### src/rtl/cidle_pkg.sv
package cidle_pkg;
  localparam int CODE_W = 3;
  typedef logic [CODE_W-1:0] lvl_t;

  localparam lvl_t LVL_RUN = 3'd0;
  localparam lvl_t LVL_1   = 3'd1;
  localparam lvl_t LVL_1S  = 3'd2;
  localparam lvl_t LVL_3   = 3'd3;
  localparam lvl_t LVL_6   = 3'd6;

  typedef enum logic [1:0] {
    VM_NOM    = 2'd0,
    VM_SCALED = 2'd1,
    VM_RET    = 2'd2,
    VM_OFF    = 2'd3
  } vmode_t;

  typedef enum logic [3:0] {
    ST_RUN, ST_FLUSH, ST_SAVE, ST_GATE, ST_VDN,
    ST_IDLE, ST_VUP, ST_UNGATE, ST_RESTORE, ST_SETTLE
  } seq_t;

  function automatic lvl_t norm_lvl(input lvl_t code);
    case (code)
      LVL_RUN, LVL_1, LVL_1S, LVL_3, LVL_6: norm_lvl = code;
      default:                              norm_lvl = LVL_1;
    endcase
  endfunction

  function automatic vmode_t lvl_vmode(input lvl_t l);
    case (l)
      LVL_1S:  lvl_vmode = VM_SCALED;
      LVL_3:   lvl_vmode = VM_RET;
      LVL_6:   lvl_vmode = VM_OFF;
      default: lvl_vmode = VM_NOM;
    endcase
  endfunction

  function automatic logic lvl_deep(input lvl_t l);
    lvl_deep = (l == LVL_3) || (l == LVL_6);
  endfunction
endpackage

### src/rtl/cidle_resolve.sv
module cidle_resolve
  import cidle_pkg::*;
#(
  parameter int NUM_THREADS = 2
) (
  input  logic [NUM_THREADS*CODE_W-1:0] thr_req,
  output logic                          all_idle,
  output logic                          any_run,
  output lvl_t                          shallow
);
  lvl_t                   norm [NUM_THREADS];
  logic [NUM_THREADS-1:0] run_bit;

  for (genvar g = 0; g < NUM_THREADS; g++) begin : g_thr
    assign norm[g]    = norm_lvl(thr_req[g*CODE_W +: CODE_W]);
    assign run_bit[g] = (norm[g] == LVL_RUN);
  end

  assign any_run  = |run_bit;
  assign all_idle = ~any_run;

  always_comb begin
    shallow = LVL_6;
    for (int i = 0; i < NUM_THREADS; i++) begin
      if (norm[i] < shallow) shallow = norm[i];
    end
  end
endmodule

### src/rtl/cidle_exit_timer.sv
module cidle_exit_timer #(
  parameter int SHORT_CYC = 250,
  parameter int LONG_CYC  = 2500
) (
  input  logic clk,
  input  logic rst,
  input  logic load,
  input  logic long_sel,
  output logic done
);
  localparam int MAXC = (LONG_CYC > SHORT_CYC) ? LONG_CYC : SHORT_CYC;
  localparam int CW   = $clog2(MAXC + 1);

  logic [CW-1:0] cnt_q;

  always_ff @(posedge clk) begin
    if (rst) begin
      cnt_q <= '0;
    end else if (load) begin
      cnt_q <= long_sel ? CW'(LONG_CYC) : CW'(SHORT_CYC);
    end else if (cnt_q != '0) begin
      cnt_q <= cnt_q - 1'b1;
    end
  end

  assign done = (cnt_q == '0);


  timer_hold_chk: assert property (@(posedge clk) disable iff (rst)
    (done && !load) |=> done);


  timer_load_chk: assert property (@(posedge clk) disable iff (rst)
    load |=> !done);
endmodule

### src/rtl/cidle_seq.sv
module cidle_seq
  import cidle_pkg::*;
(
  input  logic       clk,
  input  logic       rst,
  input  logic       all_idle,
  input  logic       any_run,
  input  lvl_t       shallow,
  input  logic       wake,
  input  logic       flush_ack,
  input  logic       save_ack,
  input  logic       volt_ack,
  input  logic       restore_ack,
  input  logic       timer_done,
  output logic       timer_load,
  output logic       timer_long,
  output logic [2:0] core_state,
  output logic       clk_gate,
  output logic       snoop_gate,
  output logic [1:0] volt_mode,
  output logic       volt_req,
  output logic       flush_req,
  output logic       flush_tlb,
  output logic       save_req,
  output logic       restore_req,
  output logic       wake_done,
  output logic       own_deep
);
  seq_t st_q, st_d;
  lvl_t lvl_q, lvl_d;
  logic entered_q, entered_d;
  logic done_d;
  logic abort;

  assign abort = wake | any_run;

  always_comb begin
    st_d       = st_q;
    lvl_d      = lvl_q;
    entered_d  = entered_q;
    timer_load = 1'b0;
    done_d     = 1'b0;
    unique case (st_q)
      ST_RUN: begin
        entered_d = 1'b0;
        if (all_idle && !wake) begin
          lvl_d = shallow;
          st_d  = lvl_deep(shallow) ? ST_FLUSH : ST_GATE;
        end
      end
      ST_FLUSH: begin
        if (abort)          st_d = ST_RUN;
        else if (flush_ack) st_d = (lvl_q == LVL_6) ? ST_SAVE : ST_GATE;
      end
      ST_SAVE: begin
        if (abort)         st_d = ST_RUN;
        else if (save_ack) st_d = ST_GATE;
      end
      ST_GATE: begin
        if (lvl_q == LVL_1) begin
          st_d      = ST_IDLE;
          entered_d = 1'b1;
        end else begin
          st_d = ST_VDN;
        end
      end
      ST_VDN: begin
        if (abort) begin
          st_d       = ST_VUP;
          timer_load = 1'b1;
        end else if (volt_ack) begin
          st_d      = ST_IDLE;
          entered_d = 1'b1;
        end
      end
      ST_IDLE: begin
        if (abort) begin
          timer_load = 1'b1;
          st_d       = (lvl_q == LVL_1) ? ST_UNGATE : ST_VUP;
        end
      end
      ST_VUP: begin
        if (volt_ack) st_d = ST_UNGATE;
      end
      ST_UNGATE: begin
        st_d = (lvl_q == LVL_6 && entered_q) ? ST_RESTORE : ST_SETTLE;
      end
      ST_RESTORE: begin
        if (restore_ack) st_d = ST_SETTLE;
      end
      ST_SETTLE: begin
        if (timer_done) begin
          st_d   = ST_RUN;
          done_d = 1'b1;
        end
      end
      default: st_d = ST_RUN;
    endcase
  end

  always_ff @(posedge clk) begin
    if (rst) begin
      st_q      <= ST_RUN;
      lvl_q     <= LVL_RUN;
      entered_q <= 1'b0;
      wake_done <= 1'b0;
    end else begin
      st_q      <= st_d;
      lvl_q     <= lvl_d;
      entered_q <= entered_d;
      wake_done <= done_d;
    end
  end

  assign timer_long  = lvl_deep(lvl_q);
  assign clk_gate    = (st_q == ST_GATE) || (st_q == ST_VDN) ||
                       (st_q == ST_IDLE) || (st_q == ST_VUP);
  assign snoop_gate  = clk_gate && lvl_deep(lvl_q);
  assign volt_mode   = ((st_q == ST_VDN) || (st_q == ST_IDLE)) ? lvl_vmode(lvl_q) : VM_NOM;
  assign volt_req    = (st_q == ST_VDN) || (st_q == ST_VUP);
  assign flush_req   = (st_q == ST_FLUSH);
  assign flush_tlb   = flush_req && (lvl_q == LVL_6);
  assign save_req    = (st_q == ST_SAVE);
  assign restore_req = (st_q == ST_RESTORE);
  assign core_state  = (st_q == ST_IDLE) ? lvl_q : LVL_RUN;
  assign own_deep    = (st_q == ST_IDLE) && lvl_deep(lvl_q);


  hs_excl_chk: assert property (@(posedge clk) disable iff (rst)
    $onehot0({flush_req, save_req, volt_req, restore_req}));


  flush_hold_chk: assert property (@(posedge clk) disable iff (rst)
    (flush_req && !flush_ack && !wake && !any_run) |=> flush_req);


  wake_pulse_chk: assert property (@(posedge clk) disable iff (rst)
    wake_done |=> !wake_done);


  volt_gated_chk: assert property (@(posedge clk) disable iff (rst)
    (volt_mode != 2'd0) |-> clk_gate);


  restore_ungated_chk: assert property (@(posedge clk) disable iff (rst)
    restore_req |-> !clk_gate);


  no_entry_chk: assert property (@(posedge clk) disable iff (rst)
    (core_state == 3'd0 && !clk_gate && !flush_req && any_run) |=> !(flush_req || clk_gate));
endmodule

### src/rtl/core_idle_ctrl.sv
module core_idle_ctrl
  import cidle_pkg::*;
#(
  parameter int NUM_THREADS    = 2,
  parameter int NUM_PEERS      = 3,
  parameter int SHORT_EXIT_CYC = 250,
  parameter int LONG_EXIT_CYC  = 2500
) (
  input  logic                          clk,
  input  logic                          rst,
  input  logic [NUM_THREADS*CODE_W-1:0] thr_req,
  input  logic                          wake,
  input  logic [NUM_PEERS-1:0]          peer_deep,
  input  logic                          flush_ack,
  input  logic                          save_ack,
  input  logic                          volt_ack,
  input  logic                          restore_ack,
  output logic [2:0]                    core_state,
  output logic                          clk_gate,
  output logic                          snoop_gate,
  output logic [1:0]                    volt_mode,
  output logic                          volt_req,
  output logic                          flush_req,
  output logic                          flush_tlb,
  output logic                          save_req,
  output logic                          restore_req,
  output logic                          wake_done,
  output logic                          pkg_deep
);
  logic all_idle, any_run;
  lvl_t shallow;
  logic t_load, t_long, t_done;
  logic own_deep;

  cidle_resolve #(.NUM_THREADS(NUM_THREADS)) u_resolve (
    .thr_req  (thr_req),
    .all_idle (all_idle),
    .any_run  (any_run),
    .shallow  (shallow)
  );

  cidle_exit_timer #(.SHORT_CYC(SHORT_EXIT_CYC), .LONG_CYC(LONG_EXIT_CYC)) u_timer (
    .clk      (clk),
    .rst      (rst),
    .load     (t_load),
    .long_sel (t_long),
    .done     (t_done)
  );

  cidle_seq u_seq (
    .clk         (clk),
    .rst         (rst),
    .all_idle    (all_idle),
    .any_run     (any_run),
    .shallow     (shallow),
    .wake        (wake),
    .flush_ack   (flush_ack),
    .save_ack    (save_ack),
    .volt_ack    (volt_ack),
    .restore_ack (restore_ack),
    .timer_done  (t_done),
    .timer_load  (t_load),
    .timer_long  (t_long),
    .core_state  (core_state),
    .clk_gate    (clk_gate),
    .snoop_gate  (snoop_gate),
    .volt_mode   (volt_mode),
    .volt_req    (volt_req),
    .flush_req   (flush_req),
    .flush_tlb   (flush_tlb),
    .save_req    (save_req),
    .restore_req (restore_req),
    .wake_done   (wake_done),
    .own_deep    (own_deep)
  );

  assign pkg_deep = own_deep && (&peer_deep);


  pkg_own_chk: assert property (@(posedge clk) disable iff (rst)
    pkg_deep |-> (core_state == 3'd3 || core_state == 3'd6));
endmodule

### config.mk
export PLATFORM = sky130hd
export DESIGN_NAME = core_idle_ctrl
export DESIGN_NICKNAME = d
export VERILOG_FILES = /design/src/rtl/cidle_pkg.sv /design/src/rtl/cidle_resolve.sv /design/src/rtl/cidle_exit_timer.sv /design/src/rtl/cidle_seq.sv /design/src/rtl/core_idle_ctrl.sv
export SDC_FILE = /design/constraint.sdc
export NUM_CORES = 1
export LEC_CHECK = 0
export BUFFER_PORTS_ARGS = -buffer_cell sky130_fd_sc_hd__buf_4
export CORE_AREA = 2 2 74 76
export DETAILED_ROUTE_END_ITERATION = 8
export DIE_AREA = 0 0 76 78
export MAX_ROUTING_LAYER = met4
export PLACE_DENSITY = 0.47
export REMOVE_ABC_BUFFERS = 1
export SETUP_SLACK_MARGIN = 0.3
export SLEW_MARGIN = 20
export SYNTH_ARGS = -nofsm -noshare
export SYNTH_HDL_FRONTEND = slang
export SYNTH_SLANG_ARGS = --single-unit
### constraint.sdc
create_clock -name clk -period 2.4 [get_ports clk]
set_clock_uncertainty 0.15 [all_clocks]
set_input_delay 0.48 -clock clk [delete_from_list [all_inputs] [get_ports clk]]
set_output_delay 0.48 -clock clk [all_outputs]
set_load 0.03 [all_outputs]
After elaboration in Yosys (flattened, before gate mapping)
Index checks and enable logic that the tools add are counted.
{"block": "classes", "n_addsub": 1, "magnitude_cmp": 2, "n_reduce_logical": 32, "n_bitwise": 3, "n_eq_ne": 34, "mux": 34}
{"operator": "$mux W4", "n": 11}
{"operator": "$pmux W4 S10", "n": 1}
{"operator": "$mux W12", "n": 3}
{"operator": "$eq A3 B2 Y1 const B", "n": 7}
{"operator": "$eq A4 B3 Y1 const B", "n": 4}
{"operator": "$mux W3", "n": 5}
{"operator": "$eq A3 B3 Y1 const B", "n": 4}
{"operator": "$logic_not A12 Y1", "n": 1}
{"operator": "$logic_not A3 Y1", "n": 4}
{"operator": "$reduce_bool A12 Y1", "n": 1}
{"operator": "$sub A12 B1 Y12 const B", "n": 1}
{"operator": "$mux W1", "n": 10}
{"operator": "$ne A2 B2 Y1 const B", "n": 5}
{"operator": "$reduce_or A5 Y1", "n": 2}
{"operator": "$eq A3 B1 Y1 const B", "n": 3}
{"operator": "$eq A4 B2 Y1 const B", "n": 2}
{"operator": "$eq A4 B4 Y1 const B", "n": 2}
{"operator": "$reduce_and A8 Y1", "n": 1}
{"operator": "$logic_or A1 B1 Y1", "n": 7}
{"operator": "$logic_and A1 B1 Y1", "n": 6}
{"operator": "$ne A2 B1 Y1 const B", "n": 3}
{"operator": "$ne A3 B2 Y1 const B", "n": 2}
{"operator": "$pmux W2 S3", "n": 1}
{"operator": "$reduce_or A2 Y1", "n": 3}
{"operator": "other kinds (15)", "n": 17}
{"block": "word_totals", "in_bits": 16, "word_cells": 111, "ff_bits": 21}

Logic depth before layout (Yosys ltp)
Gate-level depths: netlist of run 1.
{"block": "depth", "word_depth": 12, "depth_mapped": 9}

Modules after synthesis
Synthesis of run 1 repeated with hierarchy kept, for this count alone.
{"block": "unflattened", "cells_unflattened": 203, "hier_area_um2": 1570.3}
{"mod": "cidle_seq", "cells_per_inst": 100, "area_per_inst_um2": 719.4, "instances": 1}
{"mod": "cidle_exit_timer", "cells_per_inst": 76, "area_per_inst_um2": 670.6, "instances": 1}
{"mod": "cidle_resolve", "cells_per_inst": 26, "area_per_inst_um2": 171.4, "instances": 1}
{"mod": "core_idle_ctrl", "cells_per_inst": 1, "area_per_inst_um2": 8.8, "instances": 1}

Worst setup path before layout of run 1
OpenSTA, ideal clock, no wires.
{"block": "synth_path", "path_kind": "register to output", "startpoint": "reg u_seq.st_q[0]", "endpoint": "out flush_tlb", "required_ns": 1.770, "arrival_ns": 2.029, "path_stages_with_launch": 6, "path_slack_ns": -0.259, "cell_sequence": "dfxtp_1 > clkbuf_1 > clkbuf_1 > nand2_1 > nor3_1 > and3_1"}
{"block": "synth_between", "elab_chain_len": 2}
{"element": "from (decl)", "line": "cidle_seq.sv:29", "source": "seq_t st_q, st_d;"}
{"element": "from (signal assigned)", "line": "cidle_seq.sv:108", "source": "st_q <= st_d;"}
{"element": "$eq A4 B1 Y1", "line": "cidle_seq.sv:121", "source": "assign flush_req = (st_q == ST_FLUSH);"}
{"element": "net flush_req", "line": "core_idle_ctrl.sv:23", "source": "output logic flush_req,"}
{"element": "$logic_and A1 B1 Y1", "line": "cidle_seq.sv:122", "source": "assign flush_tlb = flush_req && (lvl_q == LVL_6);"}
{"element": "to (decl)", "line": "core_idle_ctrl.sv:24", "source": "output logic flush_tlb,"}
The timed path passes the listed nets, and every way through them passes these cells.

Worst setup path in the final report of run 1
{"block": "layout_path", "startpoint": "in thr_req[0]", "endpoint": "reg u_seq.st_q[1]"}
{"block": "layout_between", "elab_chain_len": 12, "elab_cells_between_ends": 31, "classes_between": "2 x order compare; 11 x eq/ne; 9 x mux; 2 x bitwise; 7 x reduce/logical"}
{"element": "from (decl)", "line": "core_idle_ctrl.sv:11", "source": "input logic [NUM_THREADS*CODE_W-1:0] thr_req,"}
{"element": "$eq A3 B1 Y1 (tied with other cells)", "line": "cidle_pkg.sv:24", "source": "case (code)"}
{"element": "$reduce_or A5 Y1", "line": "cidle_pkg.sv:24"}
{"element": "$mux W3 *", "line": "cidle_pkg.sv:24"}
{"element": "$lt A3 B3 Y1", "line": "cidle_resolve.sv:25", "source": "if (norm[i] < shallow) shallow = norm[i];"}
{"element": "$mux W3", "line": "cidle_resolve.sv:25"}
{"element": "$lt A3 B3 Y1", "line": "cidle_resolve.sv:25"}
{"element": "$mux W3", "line": "cidle_resolve.sv:25"}
{"element": "$eq A3 B2 Y1 or $eq A3 B3 Y1 (tied branches)", "line": "cidle_pkg.sv:40", "source": "lvl_deep = (l == LVL_3) || (l == LVL_6);"}
{"element": "$logic_or A1 B1 Y1", "line": "cidle_pkg.sv:40"}
{"element": "$mux W2", "line": "cidle_seq.sv:48", "source": "st_d = lvl_deep(shallow) ? ST_FLUSH : ST_GATE;"}
{"element": "$mux W4", "line": "cidle_seq.sv:46", "source": "if (all_idle && !wake) begin"}
{"element": "$pmux W4 S10", "line": "cidle_seq.sv:43", "source": "unique case (st_q)"}
Mark *: on every way between the ends. The rest lies on a longest branch, timed or not. The select of a mux whose other input is x is not followed.
A chain may end at the register's enable or synchronous reset.

==> impl_metrics.json, run 1 <==
{
  "worstPathArrival_ps": 2060,
  "crit_end": "u_seq.st_q[1]$_SDFFE_PP0P_",
  "antenna_found_initial": 0,
  "cp_num_buf_inv": 2,
  "ys_async_sr_fraction_pct": 0,
  "leakagePower_nw": 0.808,
  "post_dp_cell_area_mm2": 0.00180,
  "drc_errors": 0,
  "core_mm2": 0.00504,
  "yosysTopAreaCell": "dfxtp_1",
  "synth_compound_area_share_pct": 21.2,
  "clk_pin_slew_ps": 80,
  "place_hpwl_mm": 3.09,
  "start_util_pct": 29.2,
  "fmax_mhz": 488,
  "grt_pass1_wl_mm": 6.95,
  "worstPathRequired_ps": 2410,
  "tritoncts": "done",
  "vias_per_cell": 4.99,
  "p_int_mw": 1.20,
  "synth-simple-area-share_pct": 34.7,
  "fin_hold_ws_ps": 331,
  "rr_startpoint": "u_timer.cnt_q[0]$_SDFFE_PP0P_",
  "cp_max_fo": 3,
  "p_sw_mw": 0.968,
  "fin_crit_sh_pct": 85.4,
  "cp_slowest_stage_delay_ps": 370,
  "ant_nets": 0,
  "dr.first_iter.drc_count": 47,
  "htreeDepth": 1,
  "seq_area_frac_synth_pct": 28.5,
  "pwr-share-comb_pct": 59.2,
  "insertion_delay_ps": 260,
  "synth_top_area_share_pct": 28.5,
  "synth-edff-count": 0,
  "io_pins": 30,
  "diodes": 0,
  "fillers": 544,
  "areaGrowthSynthToFinish_pct": 35.3,
  "synth.distinct_cells": 44,
  "r2r_end": "u_timer.cnt_q[6]$_SDFFE_PP0P_",
  "clockRootBuffer": "clkbuf_8",
  "synth_ff_type": "dfxtp_1",
  "fp.dieArea_mm2": 0.00593,
  "drive_gt1_share_pct": 35.3,
  "hp-class": "reg2reg",
  "die_w_um": 76,
  "worstSetupPathType": "in2reg",
  "end_kind": "register",
  "maxCapViolCount": 0,
  "p_per_area_mw_per_mm2": 1090,
  "grt-ovfl-total": 0,
  "ys_ff_latch": 21,
  "place_congestion": 0.751,
  "hold_buffers": 0,
  "routed_wl_mm": 4.12,
  "fin_area_mm2": 0.00199,
  "synth_top_family_by_area": "simple AND/OR/NAND/NOR gates",
  "wl_per_cell_um": 13.6,
  "rows": 26,
  "port_buffers": 29,
  "outcome": "completed",
  "synth_commonest_cells": "24 x nor2_1, 21 x dfxtp_1, 19 x a21oi_1, 18 x nand2_1, 14 x nor3_1",
  "grt_usage_pct": 14.7,
  "synthMostInstantiatedCell": "nor2_1",
  "fin_crit_ps": 2050,
  "nets": 252,
  "seqPwrFrac_pct": 29.7,
  "numCtsBuffers": 3,
  "startpoint": "thr_req[0]",
  "synth_area_leaders": "dfxtp_1 29%, a21oi_1 6.5%, nor2_1 6.1%",
  "rsz0062_at_grt": "true",
  "max_slew.worst_pin.slew_ps": 626,
  "grt_pass1_vias": 1486,
  "hold_viol": 0,
  "cts.sinks": 21,
  "num_vias": 1507,
  "synth.cell_area_mm2": 0.00147,
  "setup-violations-final": 0,
  "ys_warn_count": 0,
  "cp.depth": 9,
  "synth_adder_area_share_pct": 2.55,
  "r2r_setup_slack_ps": 420,
  "fin_setup_tns_ps": 0,
  "slew_headroom_pct": 58.0,
  "worstRegToRegCells": 9,
  "crit_chain": "buf_4, inv_1, nand3_2, ha_4, a21oi_4, o21ai_2, mux2i_2, a221o_1, a32o_1",
  "synth.avg_cell_area_um2": 7.48,
  "path_delay_family": "compound AO/OA/AOI/OAI gates",
  "grt_max_degree": 19,
  "finalMaxSlewViolations": 0,
  "p_clk_share_pct": 11.1,
  "syn_inst": 197,
  "slowest_stage": "a221o_1",
  "first_pass_iters": 4,
  "synth-xor-area-share_pct": 5.95,
  "clockBufferDepth": 2,
  "muxShareOfSynthArea_pct": 1.36,
  "switching_share_pct": 44.6,
  "die_y_um": 78,
  "cp-start-kind": "input port",
  "ir_worst_vdd_uv": 439
}
flip-flops by register name, indices dropped and copies added (netlist names):
register / flops
u_seq.st_q: 4
u_seq.entered_q: 1
u_seq.lvl_q: 3
u_seq.wake_done: 1
u_timer.cnt_q: 12
cell type report:
type,instances,area [um^2],area share [%]
Sequential cell,21,434,21.8
Inverter,11,41.3,2.07
Tap cell,70,87.6,4.39
Multi-Input combinational cell,154,1070,53.7
Clock inverter,1,5.00,0.251
Clock buffer,3,41.3,2.07
Timing Repair Buffer,42,313,15.7
metrics by stage:
stage          total power [mW]  setup WS [ps]  util (%)  instances
2_1_floorplan              1.45          -37.1         -        186
3_3_place_gp               1.82          -67.6      35.7        294
3_5_place_dp               1.80          -39.2      35.7        294
4_1_cts                    2.07            261      37.3        298
5_1_grt                    2.35            291      39.5        302
6_report                   2.17            350      39.5        302
routing by layer:
metal / vias up / wire length, um / global-route usage (%)
li1: 767 / - / -
met1: 701 / 1800 / 17.3
met2: 33 / 2080 / 25.4
met3: 6 / 189 / 3.49
met4: 0 / 53 / 4.00
met5: - / 0 / -
worst min path at each step:
stage | startpoint | endpoint | slack [ps] | depth (start not counted)
floorplan | u_seq.entered_q$_SDFFE_PP0P_ | u_seq.entered_q$_SDFFE_PP0P_ | 290 | 2
global placement | u_seq.entered_q$_SDFFE_PP0P_ | u_seq.entered_q$_SDFFE_PP0P_ | 310 | 2
detailed placement | u_seq.entered_q$_SDFFE_PP0P_ | u_seq.entered_q$_SDFFE_PP0P_ | 330 | 2
CTS | u_seq.entered_q$_SDFFE_PP0P_ | u_seq.entered_q$_SDFFE_PP0P_ | 340 | 2
global route | u_seq.entered_q$_SDFFE_PP0P_ | u_seq.entered_q$_SDFFE_PP0P_ | 370 | 2
finish | u_seq.entered_q$_SDFFE_PP0P_ | u_seq.entered_q$_SDFFE_PP0P_ | 330 | 2
layout by cell type (no fill, tap or decap), types with 6 or more instances in the layout:
| cell | Yosys | layout |
|---|---|---|
| nor2_1 | 24 | 21 |
| inv_1 | 11 | 10 |
| a21oi_1 | 19 | 17 |
| o21ai_0 | 8 | 6 |
| nand2_1 | 18 | 16 |
| dfxtp_1 | 21 | 16 |
| nor3_1 | 14 | 11 |
| buf_4 | 0 | 41 |
cells by family (layout without fill, tap and decap cells):
family | count (synthesis) | in the layout
and+or+nand+nor | 94 | 94
AOI/OAI and AO/OA | 45 | 45
adders and majority gates | 3 | 3
muxes | 2 | 2
xor gates and xnor gates | 10 | 10
buffers and inverters | 22 | 57
DFF | 21 | 21
repair_timing:
action,in CTS,in global routing
gates resized for setup,10,24
endpoints found under the setup margin,10,12
endpoints found under the hold margin,0,0
pin swaps,0,3
setup buffers,0,4
tightest hold or removal path: stages (launching register included):
cell	delay, ps
dfxtp_1	320
o41ai_1	60
a21oi_1	60
power by group through the flow:
stage	sequential, mW	combinational, mW	clock, mW
4_1_cts	0.642	1.17	0.253
6_report	0.644	1.29	0.241
3_5_place_dp	0.640	1.16	0
2_1_floorplan	0.613	0.836	0
5_1_grt	0.662	1.42	0.274
3_3_place_gp	0.645	1.17	0
Note: power is estimated with default switching activity, not from simulation.
==> run 2, diff against run 1 <==
==> constraint.sdc (replaced) <==
create_clock -name clk -period 2.4 [get_ports clk]
set_clock_uncertainty 0.15 [all_clocks]
set_input_delay 0.24 -clock clk [delete_from_list [all_inputs] [get_ports clk]]
set_output_delay 0.24 -clock clk [all_outputs]
set_load 0.03 [all_outputs]
==> impl_metrics.json, run 2 (synthesis results as in run 1) <==
{
  "htreeDepth": 1,
  "end_kind": "primary output",
  "leakagePower_nw": 0.766,
  "finalNonFillerCells": 296,
  "cts.sinks": 21,
  "ir_worst_vdd_uv": 575,
  "worstSetupPathType": "reg2out",
  "placed_cells": 292,
  "grt_pass1_wl_mm": 6.55,
  "maxCapViolCount": 0,
  "switching_share_pct": 44.7,
  "grt_busiest_layer": "met2",
  "ant_nets": 0,
  "nets": 246,
  "pwr-share-comb_pct": 55.7,
  "setup_ws_ps": 419,
  "insertion_delay_ps": 260,
  "rows": 26,
  "vias_per_cell": 4.92,
  "hp-class": "in2reg",
  "diodes": 0,
  "place_hpwl_mm": 2.95,
  "clockRootBuffer": "clkbuf_8",
  "worstRegToRegCells": 9,
  "p_clk_share_pct": 12.0,
  "grt-ovfl-total": 0,
  "clockBufferDepth": 2,
  "tritoncts": "done",
  "cts_setup_buffers": 0,
  "report.power.total_mw": 2.01,
  "clk_pin_slew_ps": 80,
  "die_y_um": 78,
  "grt.met1_usage_pct": 17.0,
  "startpoint": "u_seq.st_q[0]$_SDFFE_PP0P_",
  "top_regs": "u_timer.cnt_q x12, u_seq.st_q x4, u_seq.lvl_q x3",
  "cp-start-kind": "register",
  "crit_end": "snoop_gate",
  "p_int_mw": 1.11,
  "hold_buffers": 0,
  "routed_wl_mm": 3.78,
  "rr_startpoint": "u_timer.cnt_q[0]$_SDFFE_PP0P_",
  "die_w_um": 76,
  "port_buffers": 29,
  "largest_reg_flops": 12,
  "grt_usage_pct": 13.8,
  "p_sw_mw": 0.900,
  "final_core_util_pct": 36.6,
  "met2_usage_pct": 23.7,
  "worstPathArrival_ps": 1590,
  "worstPathRequired_ps": 2010,
  "slew_headroom_pct": 61.6,
  "drive_gt1_share_pct": 23.9,
  "r2r_end": "u_timer.cnt_q[6]$_SDFFE_PP0P_",
  "wl_per_cell_um": 12.8,
  "mostFrequentLayoutCell": "buf_4",
  "fin_crit_ps": 1980,
  "fin_crit_sh_pct": 82.5,
  "first_pass_iters": 4,
  "cp_max_fo": 17,
  "num_vias": 1455,
  "place_congestion": 0.748,
  "hold_viol": 0,
  "numCtsBuffers": 3,
  "use_met3_pct": 3.02,
  "drc_errors": 0,
  "r2r_setup_slack_ps": 430,
  "p_per_area_mw_per_mm2": 1090,
  "grt_pass1_vias": 1383,
  "antenna_found_initial": 0,
  "grt_max_degree": 19,
  "core_mm2": 0.00504,
  "dr.first_iter.drc_count": 65,
  "final_cell_mix": "36 x buf_4, 24 x nor2_1, 19 x a21oi_1, 19 x dfxtp_1, 18 x nand2_1",
  "max_slew.worst_pin.slew_ps": 573,
  "outcome": "completed",
  "areaGrowthSynthToFinish_pct": 25.3,
  "io_pins": 30,
  "start_util_pct": 29.2,
  "fmax_mhz": 505,
  "largest-register": "u_timer.cnt_q",
  "fp.dieArea_mm2": 0.00593,
  "finalMaxSlewViolations": 0,
  "seqPwrFrac_pct": 32.3,
  "rsz0062_at_grt": "true",
  "fin_setup_tns_ps": 0,
  "setup-violations-final": 0,
  "pre_cts_slack_ps": 204
}
[run 2: power groups by stage]
stage          sequential (mW)  clock, mW  combinational [mW]
3_3_place_gp             0.655          0                1.13
6_report                 0.650      0.242                1.12
3_5_place_dp             0.649          0                1.12
4_1_cts                  0.645      0.247                1.13
5_1_grt                  0.677      0.259                1.26
2_1_floorplan            0.613          0               0.836
[run 2: how the worst min path moves through the flow]
stage	from	end	slack, ps	cells after the start
global placement	u_seq.entered_q$_SDFFE_PP0P_	u_seq.entered_q$_SDFFE_PP0P_	310	2
finish	rst	u_timer.cnt_q[4]$_SDFFE_PP0P_	160	2
global route	rst	u_timer.cnt_q[4]$_SDFFE_PP0P_	170	2
detailed placement	u_seq.entered_q$_SDFFE_PP0P_	u_seq.entered_q$_SDFFE_PP0P_	310	2
floorplan	rst	u_seq.entered_q$_SDFFE_PP0P_	160	1
CTS	rst	u_timer.cnt_q[4]$_SDFFE_PP0P_	160	2
[run 2: metal layers]
layer	wire, um	part of all wire (%)	vias to the layer above
met5	0	0	-
met3	141	3.7	2
met1	1780	47	669
li1	-	-	756
met4	15	0.40	0
met2	1850	49	28
[run 2: area by class of cell]
class	count	area [um^2]
flip-flops and latches	21	423
inverters	11	41.3
fillers	569	3200
clock inverters	1	5.00
clock buffers	3	41.3
well taps	70	87.6
multi-input cells	154	977
repair buffers	36	270
[run 2: critical path, stage by stage (launching register included)]
cell     delay [ps]
dfxtp_2         510
nand2_1         110
nor2_1          180
o21ai_0         110
buf_4           150
nor2_1          100
buf_4           170
[run 2: what timing repair did]
action / CTS / global route
setup endpoints to repair: 3 / 6
resized for setup: 1 / 3
hold endpoints to repair: 0 / 0
pin swaps: 0 / 0
[run 2: metrics by stage]
stage / hold WS (ps) / instance area (um^2)
finish: 158 / 1850
global route: 173 / 1850
CTS: 163 / 1830
detailed placement: 307 / 1790
global placement: 310 / 1790
floorplan: 159 / 1430
